## config.mk

```make
export PLATFORM = sky130hd
export DESIGN_NAME = wdt_guard
export DESIGN_NICKNAME = d
export VERILOG_FILES = /design/src/rtl/wdt_pkg.sv /design/src/rtl/wdt_ctrl_reg.sv /design/src/rtl/wdt_counter.sv /design/src/rtl/wdt_flag.sv /design/src/rtl/wdt_guard.sv
export SDC_FILE = /design/constraint.sdc
export NUM_CORES = 1
export LEC_CHECK = 0
export ABC_CLOCK_PERIOD_IN_PS = 2000
export BUFFER_PORTS_ARGS = -buffer_cell sky130_fd_sc_hd__buf_2
export CORE_UTILIZATION = 45
export CTS_CLUSTER_DIAMETER = 60
export DETAILED_ROUTE_END_ITERATION = 10
export PLACE_DENSITY = 0.75
export SYNTH_ARGS = -nofsm -noshare
export SYNTH_HDL_FRONTEND = slang
export SYNTH_SLANG_ARGS = --single-unit
```

## constraint.sdc

```tcl
create_clock -name clk_i -period 2 [get_ports clk_i]
set_clock_uncertainty 0.15 [all_clocks]
set_input_delay 0.3 -clock clk_i [delete_from_list [all_inputs] [get_ports clk_i]]
set_output_delay 0.3 -clock clk_i [all_outputs]
set_load 0.02 [all_outputs]
```

## src/rtl/wdt_pkg.sv

```systemverilog
package wdt_pkg;
  localparam int unsigned STB_BIT  = 7;
  localparam int unsigned LOCK_BIT = 6;
  localparam int unsigned REG_W    = 8;
endpackage

```

## src/rtl/wdt_ctrl_reg.sv

```systemverilog
module wdt_ctrl_reg
  import wdt_pkg::*;
#(
  parameter int unsigned TMO_W    = 6,
  parameter int unsigned INIT_TMO = 4
) (
  input  logic             clk_i,
  input  logic             rst_ni,
  input  logic             wr_en_i,
  input  logic [REG_W-1:0] wr_data_i,
  input  logic             step_i,
  output logic [REG_W-1:0] rd_data_o,
  output logic [TMO_W-1:0] load_o,
  output logic             strobe_o
);
  logic [TMO_W-1:0] field_q, load_q;
  logic             lock_q;

  always_ff @(posedge clk_i or negedge rst_ni) begin
    if (!rst_ni) begin
      field_q <= TMO_W'(INIT_TMO);
      load_q  <= TMO_W'(INIT_TMO);
      lock_q  <= 1'b1;
    end else begin
      if (wr_en_i) begin
        lock_q <= wr_data_i[LOCK_BIT];
        // field accepts data only when unlocked before this write
        if (!lock_q) field_q <= wr_data_i[TMO_W-1:0];
      end
      if (step_i) load_q <= field_q;
    end
  end

  assign strobe_o  = wr_en_i & wr_data_i[STB_BIT];
  assign load_o    = load_q;
  assign rd_data_o = {1'b0, lock_q, field_q};


  field_locked_chk: assert property (@(posedge clk_i) disable iff (!rst_ni)
    (wr_en_i && lock_q) |=> $stable(field_q));

  load_hold_chk: assert property (@(posedge clk_i) disable iff (!rst_ni)
    !step_i |=> $stable(load_q));
endmodule

```

## src/rtl/wdt_counter.sv

```systemverilog
module wdt_counter #(
  parameter int unsigned TMO_W    = 6,
  parameter int unsigned INIT_TMO = 4
) (
  input  logic             clk_i,
  input  logic             rst_ni,
  input  logic             step_i,
  input  logic             strobe_i,
  input  logic [TMO_W-1:0] load_i,
  output logic             expire_o
);
  localparam logic [TMO_W-1:0] ONE = TMO_W'(1);

  logic [TMO_W-1:0] cnt_q;
  logic             armed;

  assign armed    = (load_i != '0);
  assign expire_o = step_i & ~strobe_i & armed & (cnt_q == ONE);

  always_ff @(posedge clk_i or negedge rst_ni) begin
    if (!rst_ni)                                    cnt_q <= TMO_W'(INIT_TMO);
    else if (strobe_i)                              cnt_q <= load_i;
    else if (step_i && armed && (cnt_q != '0))      cnt_q <= cnt_q - ONE;
  end


  cnt_idle_chk: assert property (@(posedge clk_i) disable iff (!rst_ni)
    (!step_i && !strobe_i) |=> $stable(cnt_q));

  zero_hold_chk: assert property (@(posedge clk_i) disable iff (!rst_ni)
    (cnt_q == '0 && !strobe_i) |=> (cnt_q == '0));
endmodule

```

## src/rtl/wdt_flag.sv

```systemverilog
module wdt_flag (
  input  logic clk_i,
  input  logic rst_ni,
  input  logic set_i,
  input  logic clr_i,
  output logic flag_o,
  output logic event_o
);
  logic flag_q, evt_q;

  always_ff @(posedge clk_i or negedge rst_ni) begin
    if (!rst_ni) begin
      flag_q <= 1'b0;
      evt_q  <= 1'b0;
    end else begin
      evt_q  <= set_i;
      // set wins over a coincident read-clear
      flag_q <= set_i | (flag_q & ~clr_i);
    end
  end

  assign flag_o  = flag_q;
  assign event_o = evt_q;


  flag_clear_chk: assert property (@(posedge clk_i) disable iff (!rst_ni)
    (clr_i && !set_i) |=> !flag_q);

  flag_set_chk: assert property (@(posedge clk_i) disable iff (!rst_ni)
    set_i |=> (flag_q && evt_q));
endmodule

```

## src/rtl/wdt_guard.sv

```systemverilog
module wdt_guard
  import wdt_pkg::*;
#(
  parameter int unsigned TMO_W    = 6,
  parameter int unsigned INIT_TMO = 4
) (
  input  logic             clk_i,
  input  logic             rst_ni,
  input  logic             wr_en_i,
  input  logic [REG_W-1:0] wr_data_i,
  output logic [REG_W-1:0] rd_data_o,
  input  logic             osc_en_i,
  input  logic             tick_i,
  input  logic             flag_rd_i,
  output logic             flag_o,
  output logic             timeout_o
);
  logic             step;
  logic             strobe;
  logic             expire;
  logic [TMO_W-1:0] load;

  assign step = tick_i & osc_en_i;

  wdt_ctrl_reg #(.TMO_W(TMO_W), .INIT_TMO(INIT_TMO)) u_reg (
    .clk_i, .rst_ni, .wr_en_i, .wr_data_i,
    .step_i(step), .rd_data_o, .load_o(load), .strobe_o(strobe)
  );

  wdt_counter #(.TMO_W(TMO_W), .INIT_TMO(INIT_TMO)) u_cnt (
    .clk_i, .rst_ni, .step_i(step), .strobe_i(strobe),
    .load_i(load), .expire_o(expire)
  );

  wdt_flag u_flag (
    .clk_i, .rst_ni, .set_i(expire), .clr_i(flag_rd_i),
    .flag_o, .event_o(timeout_o)
  );


  disabled_quiet_chk: assert property (@(posedge clk_i) disable iff (!rst_ni)
    (load == '0) |-> !expire);

  single_pulse_chk: assert property (@(posedge clk_i) disable iff (!rst_ni)
    timeout_o |=> !timeout_o);
endmodule

```

==> results.md <==
* Area enclosed by the die boundary at between 2000 and 3000 um^2
* Count of nets after finishing at about 140
* Power Density at between 1000 and 1500 nW/um^2
* Kind of start point of the critical path: flip-flop
* Number of max-slew violations in the final report at 0
* Maximum fanout along the worst path at 12
* Highest clock frequency the design can meet at 553 MHz
* Total core area at 2190 um^2
* Post-synthesis cell area at 1040 um^2
* Post-CTS Setup Repair Bufs at 0
* Cell accounting for the most synthesized area: sky130_fd_sc_hd__dfrtp_1
* Seq/Total Area, Yosys at 0.509
* TritonCTS sink count at 21
* EDFF count, synth at 0
* Initial core utilization at 0.476
* Post-synthesis sequential element count at 21
* Commonest cells in the synthesized netlist: sky130_fd_sc_hd__dfrtp_1, sky130_fd_sc_hd__mux2_2, sky130_fd_sc_hd__nand2_1
* Detailed Place HPWL at 1500 um
* Startpoint-to-endpoint class of the critical path: flip-flop to flip-flop
* Routability-driven placement congestion ratio at 0.853
* Met1 Wirelength at ~850 um
* Result of the run: finished, final reports clean
* Wire length on met3 at about 66 um
* Ys flop type: sky130_fd_sc_hd__dfrtp_1
* Final global-route overflow total at 0
* Number of standard cells in the layout, taps in and fillers out at 145
* Area growth syn-to-layout at 17.3%
* Critical path's largest stage delay at 420 ps
* VDD IR-drop max at 0.577 mV
* Clock tree buffer depth at 2
* Static leakage at 0.591 nW
* Clock insertion delay at the later pin of the skew report at 310 ps
* DR WL met2 at 985 um
* Fraction of post-synthesis cell area in the top cell type by area at 0.408
* CP cell instances: nor4_2, a21oi_2, and4_4, or3_1
* Final design instance area without fill at 1220 um^2
* Port bufs at 22
* Residual DRC at 0
* Synthesized area per cell at 11.2 um^2
* FFs w/ async S/R, synth at 1.00
* Pin count of the biggest net entering global routing at 22
* Number of distinct library cell variants in the gate-level netlist after synthesis at 32
* Fraction of layout instances using a drive strength above 1 at 0.453
* Setup repair after global routing missed its margin: false
* Die span in x at ~50 um
* DRC violation total after the first TritonRoute iteration at 16
* H-tree depth at 1
* Initial antenna violation count at 0
* Ant diodes at 0
* Clock transition at path regs at 120 ps
* Ys Warns at 0
* Time the final worst path needs with I/O delays and setup at 1810 ps
* Final WL at 1960 um
* Setup TNS after final layout at 0 ps
* Via/cell ratio at 5.39
* Number of buffers added by the clock tree synthesis step at 3
* Total via count after detailed routing at 782
* Vertical die dimension at 50.1 um
* Total nets after synthesis at 110
* Type of the most critical hold path: input port to flip-flop
* Fin worst setup slack at ~190 ps
* Clock tree from TritonCTS: done
* Detailed Routing Iterations Pass 1 at 4
* Utilization of the core after routing at 0.558
* Element type at the critical path end: flip-flop
* Library cell used as clock root buffer: sky130_fd_sc_hd__clkbuf_4
* Global router's overall resource usage at 0.186
* Wire length of the first global-routing pass at roughly 3500 um
* Total cell area at the placement stage at 1170 um^2
* Critical path data required time at 2050 ps
* Most instantiated library cell after synthesis: sky130_fd_sc_hd__dfrtp_1
* Dpl ws at 34.9 ps
* Total of endpoints with negative setup slack in the final report at 0
* # Max-Cap Violations at 0
* Arrival time reported for the critical path endpoint at about 1900 ps
* Ratio of final minimum period to clock period at 0.904
* Number of top-level design ports at 24
* Num rows at 17
* Number of cells produced by synthesis at 93
* Fill cell total of the finished layout at 197
* Post-route total power at 1.23 mW
* Main area contributors after synthesis: sky130_fd_sc_hd__dfrtp_1, sky130_fd_sc_hd__mux2_2, sky130_fd_sc_hd__dfstp_2, sky130_fd_sc_hd__nand2_1, sky130_fd_sc_hd__ha_1
* Highest metal layer with signal wires: met4
* WL/cell at 13.5 um
* Cell with the largest stage delay on the worst path: sky130_fd_sc_hd__dfrtp_1
* Total count of hold-check failures in the final report at 0
* Final hold slack at about 63 ps
* Vias in the first global route at between 800 and 900
* Residual antenna-violating net count after detailed routing at 0
* Number of instances in the placed design at 140
## where the power goes
part / internal [mW] / leakage, nW / switching, mW / total [mW]
logic: 0.175 / 0.327 / 0.188 / 0.364
registers: 0.542 / 0.247 / 0.119 / 0.661
clock network: 0.0747 / 0.0177 / 0.130 / 0.205
total: 0.792 / 0.591 / 0.437 / 1.23
## cells by family (layout without fill, tap and decap cells)
family | count (synthesis) | count (layout) | synth area share
other | 1 | 1 | 0.00360
flip-flops | 21 | 21 | 0.509
AO/OA/AOI/OAI | 14 | 14 | 0.0936
buffers and inverters | 9 | 33 | 0.0408
AND/OR/NAND/NOR | 31 | 31 | 0.167
adder cells (fa/ha/maj) | 3 | 3 | 0.0360
multiplexers | 14 | 14 | 0.150
## worst max-delay path: cells and delay by family (launching register included)
kind | cells | cell delay, ps
compound gates | 1 | 210
flops | 1 | 420
simple gates | 3 | 910
## path summary, 6_finish.rpt
kind,startpoint,to,slack (ps),cells after the start
hold / removal,wr_data_i[0],u_reg.field_q[0],60,2
hold reg to reg,u_flag.flag_o,u_flag.flag_o,340,1
max in group asynchronous,rst_ni,u_reg.field_q[2],1040,2
min in group asynchronous,rst_ni,u_cnt.cnt_q[0],310,2
setup reg to reg,u_reg.load_o[4],u_cnt.cnt_q[0],190,4
setup / recovery,u_reg.load_o[4],u_cnt.cnt_q[0],190,4
## state kept, by name, indices dropped and copies added (netlist names)
register / cells
u_flag.flag_o: 1
u_reg.load_o: 6
u_cnt.cnt_q: 6
u_reg.field_q: 6
u_flag.event_o: 1
u_reg.lock_q: 1
## layout make-up
cell class                      instances  area [um^2]  area share
Clock buffer                            3         22.5      0.0184
Clock inverter                          1         5.00     0.00409
Inverter                                4         15.0      0.0123
Multi-Input combinational cell         63          479       0.392
Sequential cell                        21          531       0.434
Tap cell                               28         35.0      0.0287
Timing Repair Buffer                   25          135       0.111
## layer usage
layer	GRT usage	vias to the layer above
met3	0.0370	7
met5	0	-
met2	0.320	27
met4	0.105	0
li1	-	377
met1	0.210	371
## placed cells by master (no fill, tap or decap), types with 2 or more instances in the layout
cell                        n
sky130_fd_sc_hd__buf_2     22
sky130_fd_sc_hd__dfrtp_1   17
sky130_fd_sc_hd__mux2_2    13
sky130_fd_sc_hd__nand2_1   12
sky130_fd_sc_hd__nor2_1     5
sky130_fd_sc_hd__inv_1      4
sky130_fd_sc_hd__dfstp_2    4
sky130_fd_sc_hd__ha_1       3
sky130_fd_sc_hd__clkbuf_4   3
sky130_fd_sc_hd__a21o_1     2
sky130_fd_sc_hd__nor3_1     2
sky130_fd_sc_hd__a31o_2     2
sky130_fd_sc_hd__nand4_1    2
sky130_fd_sc_hd__a31oi_1    2
sky130_fd_sc_hd__o21ai_0    2
sky130_fd_sc_hd__a211oi_1   2
sky130_fd_sc_hd__buf_4      2
## what timing repair did
action / CTS / global route
hold buffers: 1 / 0
hold endpoints to repair: 17 / 0
gates resized for setup: 0 / 2
setup endpoints to repair: 0 / 5
(Power assumes the default switching activity.)
